[config.mk]
export PLATFORM = sky130hd
export DESIGN_NAME = pair_row_reader
export DESIGN_NICKNAME = d
export VERILOG_FILES = /design/src/rtl/pair_row_pkg.sv /design/src/rtl/pix_classify.sv /design/src/rtl/pair_decode.sv /design/src/rtl/flicker_lfsr.sv /design/src/rtl/pair_row_reader.sv
export SDC_FILE = /design/constraint.sdc
export NUM_CORES = 1
export LEC_CHECK = 0
export ABC_AREA = 1
export BUFFER_PORTS_ARGS = -buffer_cell sky130_fd_sc_hd__buf_2
export CORE_AREA = 2 2 233 235
export CTS_BUF_LIST = sky130_fd_sc_hd__clkbuf_2
export DETAILED_ROUTE_END_ITERATION = 8
export DIE_AREA = 0 0 235 237
export HOLD_SLACK_MARGIN = 0.08
export SETUP_SLACK_MARGIN = 0.02
export SYNTH_ARGS = -nofsm -noshare
export SYNTH_HDL_FRONTEND = slang
export SYNTH_SLANG_ARGS = --single-unit
[constraint.sdc]
create_clock -name clk_i -period 8.23 [get_ports clk_i]
set_input_delay 1.2345 -clock clk_i [delete_from_list [all_inputs] [get_ports clk_i]]
set_output_delay 1.2345 -clock clk_i [all_outputs]
set_load 0.02 [all_outputs]
[src/rtl/pair_row_pkg.sv]
package pair_row_pkg;
  typedef enum logic [1:0] {
    PAIR_ZERO = 2'd0,  // bright then dark
    PAIR_ONE  = 2'd1,  // dark then bright
    PAIR_BB   = 2'd2,  // both bright, illegal
    PAIR_DD   = 2'd3   // both dark, illegal
  } pair_state_e;
endpackage

[src/rtl/pix_classify.sv]
module pix_classify #(
  parameter int NPIX  = 64,
  parameter int PIX_W = 8
) (
  input  logic [NPIX*PIX_W-1:0] pix_i,
  input  logic [PIX_W-1:0]      thr_i,
  output logic [NPIX-1:0]       bright_o
);
  for (genvar k = 0; k < NPIX; k++) begin : g_pix
    assign bright_o[k] = (pix_i[k*PIX_W +: PIX_W] >= thr_i);
  end
endmodule

[src/rtl/pair_decode.sv]
module pair_decode
  import pair_row_pkg::*;
#(
  parameter int NPAIR = 32
) (
  input  logic [2*NPAIR-1:0] bright_i,
  input  logic [NPAIR-1:0]   rnd_i,
  output logic [NPAIR-1:0]   bit_o,
  output logic [NPAIR-1:0]   illegal_o,
  output logic [NPAIR-1:0]   dd_o
);
  for (genvar i = 0; i < NPAIR; i++) begin : g_pair
    pair_state_e st;
    always_comb begin
      unique case ({bright_i[2*i], bright_i[2*i+1]})
        2'b01:   st = PAIR_ONE;
        2'b10:   st = PAIR_ZERO;
        2'b11:   st = PAIR_BB;
        default: st = PAIR_DD;
      endcase
    end
    always_comb begin
      bit_o[i]     = 1'b0;
      illegal_o[i] = 1'b0;
      dd_o[i]      = 1'b0;
      unique case (st)
        PAIR_ONE:  bit_o[i] = 1'b1;
        PAIR_ZERO: bit_o[i] = 1'b0;
        PAIR_BB:   illegal_o[i] = 1'b1;
        PAIR_DD: begin
          bit_o[i]     = rnd_i[i];
          illegal_o[i] = 1'b1;
          dd_o[i]      = 1'b1;
        end
      endcase
    end
  end
endmodule

[src/rtl/flicker_lfsr.sv]
module flicker_lfsr #(
  parameter int          W    = 32,
  parameter logic [W-1:0] TAPS = W'(32'h8020_0003),
  parameter logic [W-1:0] SEED = W'(32'hACE1_2468)
) (
  input  logic         clk_i,
  input  logic         rst_ni,
  input  logic         step_i,
  output logic [W-1:0] state_o
);
  logic [W-1:0] q;

  // Galois right shift; a set MSB in TAPS keeps the state nonzero
  always_ff @(posedge clk_i or negedge rst_ni) begin
    if (!rst_ni)     q <= SEED;
    else if (step_i) q <= q[0] ? ((q >> 1) ^ TAPS) : (q >> 1);
  end

  assign state_o = q;

  assert_lfsr_nonzero_R9: assert property (@(posedge clk_i) disable iff (!rst_ni)
    q != '0);
endmodule

[src/rtl/pair_row_reader.sv]
module pair_row_reader #(
  parameter int          NPIX    = 64,
  parameter int          PIX_W   = 8,
  parameter int          ROWS    = 64,
  parameter logic [PIX_W-1:0] THR_RST = PIX_W'(128),
  localparam int         NPAIR   = NPIX / 2,
  localparam int         ROW_W   = $clog2(ROWS)
) (
  input  logic                  clk_i,
  input  logic                  rst_ni,
  input  logic                  thr_we_i,
  input  logic [PIX_W-1:0]      thr_i,
  input  logic                  rd_req_i,
  input  logic [ROW_W-1:0]      row_addr_i,
  input  logic [NPIX*PIX_W-1:0] pix_i,
  output logic                  valid_o,
  output logic [ROW_W-1:0]      row_o,
  output logic [NPAIR-1:0]      data_o,
  output logic [NPAIR-1:0]      err_mask_o,
  output logic                  err_o
);
  logic [PIX_W-1:0] thr_q;
  logic [NPIX-1:0]  bright;
  logic [NPAIR-1:0] rnd, bits, illegal, dd;

  always_ff @(posedge clk_i or negedge rst_ni) begin
    if (!rst_ni)       thr_q <= THR_RST;
    else if (thr_we_i) thr_q <= thr_i;
  end

  pix_classify #(.NPIX(NPIX), .PIX_W(PIX_W)) u_classify (
    .pix_i    (pix_i),
    .thr_i    (thr_q),
    .bright_o (bright)
  );

  flicker_lfsr #(.W(NPAIR)) u_lfsr (
    .clk_i   (clk_i),
    .rst_ni  (rst_ni),
    .step_i  (rd_req_i),
    .state_o (rnd)
  );

  pair_decode #(.NPAIR(NPAIR)) u_decode (
    .bright_i  (bright),
    .rnd_i     (rnd),
    .bit_o     (bits),
    .illegal_o (illegal),
    .dd_o      (dd)
  );

  // output latches: read from here, never from the live decode
  always_ff @(posedge clk_i or negedge rst_ni) begin
    if (!rst_ni) begin
      valid_o    <= 1'b0;
      row_o      <= '0;
      data_o     <= '0;
      err_mask_o <= '0;
      err_o      <= 1'b0;
    end else begin
      valid_o <= rd_req_i;
      if (rd_req_i) begin
        row_o      <= row_addr_i;
        data_o     <= bits;
        err_mask_o <= illegal;
        err_o      <= |dd;
      end
    end
  end

  assert_valid_follows_req_R5: assert property (@(posedge clk_i) disable iff (!rst_ni)
    rd_req_i |=> valid_o);
  assert_valid_pulse_R5: assert property (@(posedge clk_i) disable iff (!rst_ni)
    !rd_req_i |=> !valid_o);
  assert_latch_hold_R6: assert property (@(posedge clk_i) disable iff (!rst_ni)
    !rd_req_i |=> ($stable(data_o) && $stable(err_mask_o) && $stable(row_o) && $stable(err_o)));
  assert_row_echo_R7: assert property (@(posedge clk_i) disable iff (!rst_ni)
    rd_req_i |=> (row_o == $past(row_addr_i)));
  assert_err_in_mask_R4: assert property (@(posedge clk_i) disable iff (!rst_ni)
    err_o |-> (err_mask_o != '0));
endmodule

==> flow_metrics.env <==
export IMPL_clockRootBuffer="clkbuf_2"
export IMPL_n_fill_cell=5761
export IMPL_num_rows=85
export IMPL_synth_top_flop_cell="dfrtp_1"
export IMPL_antenna_found_initial=7
export IMPL_dp_cells=3574
export IMPL_maxCapViolations=0
export IMPL_seq_area_mm2=0.00282
export IMPL_grt_pass1_wl_mm=84.9
export IMPL_die_w_um=235
export IMPL_grt_start_max_net_pins=108
export IMPL_fin_crit_ns=3.42
export IMPL_drive_gt1_share_pct=22.6
export IMPL_p_leak_nw=12.3
export IMPL_cts_buffers=9
export IMPL_io_pins=602
export IMPL_drt_iter0_markers=437
export IMPL_coreArea_mm2=0.0533
export IMPL_htreeDepth=3
export IMPL_first_pass_iters=5
export IMPL_die_area_mm2=0.0557
export IMPL_cp_slowest_cell="dfstp_2"
export IMPL_min_from="u_lfsr.state_o[6]"
export IMPL_powerDensity_mw_per_mm2=122
export IMPL_irDropWorstVdd_uv=65.3
export IMPL_slowest_delay_ns=0.61
export IMPL_crit_top_cell="nor2_1"
export IMPL_fin_cells=3594
export IMPL_antenna_left=0
export IMPL_routed_via_count=16000
export IMPL_synth_cell_types=24
export IMPL_timing_rr_end="err_o"
export IMPL_ys_async_sr_fraction_pct=100
export IMPL_cpLargestDelayFamily="simple AND/OR/NAND/NOR gates"
export IMPL_hp_class="reg -> reg"
export IMPL_cts_setup_buffers=0
export IMPL_pre_cts_slack_ns=4.64
export IMPL_setup_viol_count_final=0
export IMPL_synth_cells=2288
export IMPL_synthesis_nets=3394
export IMPL_seq_area_frac_synth_pct=16.9
export IMPL_grt_use_total_pct=19.3
export IMPL_overflow=0
export IMPL_path_clk_slew_ns=0.34
export IMPL_vias_per_cell=4.46
export IMPL_fin_hold_ws_ns=0.459
export IMPL_fmax_mhz=292
export IMPL_syn2layout_area_growth_pct=23.9
export IMPL_final_setup_worst_slack_ns=4.81
export IMPL_synth_seq_cells=112
export IMPL_wire_per_inst_um=15.0
export IMPL_holdPathEnd="u_lfsr.state_o[5]"
export IMPL_ctsHoldBuffers=0
export IMPL_slew_viol_final=0
export IMPL_grt_pass1_vias=15800
export IMPL_finalNetCount=3995
export IMPL_cp_max_fo=34
export IMPL_syn_area_per_cell_um2=7.28
export IMPL_path_class="reg -> reg"
export IMPL_path_cells="clkinv_2 -> buf_4 -> ha_1 -> nand2_1 -> nor2_1 -> nor2_1 -> nand2_1 -> a21oi_1 -> ha_1 -> nor2_1 -> nand2_1 -> nor2_1 -> nand3_1 -> nor2_1 -> nor2_1"
export IMPL_path_buf_inv=2
export IMPL_endpoint_kind="flip-flop"
export IMPL_timing_reg2reg_setup_slack_ns=4.81
export IMPL_reg2reg_depth=15
export IMPL_gp_congestion=0.838
export IMPL_synth_edf_count=0
export IMPL_place_hpwl_mm=45.1
export IMPL_fin_skew_ns=0.0339
export IMPL_clkSinkCount=112
export IMPL_rr_startpoint="thr_q[7]"
export IMPL_yosysMostFrequentCell="nand2_1"
export IMPL_yosys_warnings=0
export IMPL_critPathArrivalTime_ns=4.03
export IMPL_outcome="finished, final reports clean"
export IMPL_synth_top_area_share_pct=43.3
export IMPL_finalCritPeriodShare_pct=41.6
export IMPL_clk_path_buf_depth=2
export IMPL_tightest_slew_ns=1.10
export IMPL_worst_endpoint_required_ns=8.84
export IMPL_io_buffers=601
export IMPL_synth_area_leaders="ha_1, nand2_1, dfrtp_1"
export IMPL_cts_tree="yes"
export IMPL_totalWireLength_mm=54.0
export IMPL_rsz0062_at_grt="false"
export IMPL_start_util_pct=31.3
export IMPL_synth_common_cells="nand2_1, ha_1, inv_1, a21oi_1, nor2_1"
export IMPL_slew_limit_headroom_pct=26.7
export IMPL_drcViolationCount=0
export IMPL_netlist_area_mm2=0.0167
export IMPL_fin_tns_setup_ns=0
export IMPL_cts_resized=0
export IMPL_die_h_um=237
export IMPL_hold_depth=2
export IMPL_hold_viol=0
export IMPL_multi_input_area_mm2=0.0126
export IMPL_clk_latency_ns=0.66
export IMPL_yosys_area_top_type="ha_1"
export IMPL_start_kind="flip-flop"
kinds of logic after synthesis:
family,count (synthesis),synth area share [%]
flops,112,16.9
compound gates,425,12.8
xor+xnor,3,0.158
fa+ha+maj,576,43.3
mux,1,0.0676
buf+inv,319,7.50
simple gates,852,19.3
layout make-up:
type | instances | area share, %
clock inverters | 7 | 0.346
inverters | 295 | 5.41
flip-flops and latches | 112 | 13.7
well taps | 696 | 4.22
repair buffers | 614 | 15.1
multi-input cells | 1857 | 61.0
diodes | 4 | 0.0485
clock buffers | 9 | 0.218
state kept, by name (all words and copies together), names as in the netlist:
name / count
data_o: 32
valid_o: 1
row_o: 6
err_mask_o: 32
err_o: 1
u_lfsr.state_o: 32
thr_q: 8
where the power goes:
part	leakage [nW]	internal, W	switching, W
Clock	0.0660	0.0000704	0.000208
Sequential	1.37	0.000688	0.000106
Combinational	10.8	0.000571	0.000879
worst reg2reg max path, delay by kind of cell (launching register included):
family	cells	cell delay (ns)
compound gates	1	0.05
flops	1	0.61
fa+ha+maj	2	0.61
buf+inv	2	1.02
simple gates	10	1.10
cells in the final DEF (no fill, tap or decap), drive strengths merged:
cell      count
o21a          1
a21oi       255
ha          576
nor3          2
nand2       697
clkinvlp      2
inv         292
xnor2         3
clkbuf        9
nor2        149
nand3b        1
buf         614
nand3         2
bufinv        1
o21bai        1
dfrtp        98
mux2          1
dfstp        14
or2           1
o21ai       168
clkinv        7
diode         4
how the worst max path moves through the flow:
stage / start / endpoint / slack [ns] / cells past startpoint
3_3_place_gp: thr_q[7] / err_o / 4.60 / 15
3_5_place_dp: thr_q[7] / err_o / 4.64 / 15
4_1_cts: thr_q[7] / err_o / 4.62 / 15
5_1_grt: thr_q[7] / err_o / 4.45 / 15
6_report: thr_q[7] / err_o / 4.81 / 15
2_1_floorplan: thr_q[7] / err_o / 5.40 / 13
through the flow:
step / total power (W) / utilization, % / instance area, um^2
2_1_floorplan: 0.00170 / - / 16700
3_3_place_gp: 0.00227 / 38.5 / 20500
3_5_place_dp: 0.00228 / 38.5 / 20500
4_1_cts: 0.00259 / 38.7 / 20600
5_1_grt: 0.00285 / 38.7 / 20600
6_report: 0.00252 / 38.7 / 20600
metal layers:
| layer | up-vias | wire length [um] | GRT usage (%) |
|---|---|---|---|
| li1 | 8782 | - | - |
| met1 | 6840 | 24100 | 23.8 |
| met2 | 352 | 25800 | 34.0 |
| met3 | 51 | 3230 | 4.80 |
| met4 | 6 | 870 | 3.64 |
| met5 | - | 28 | 0 |
No activity file was read; power rests on OpenSTA's default activity.
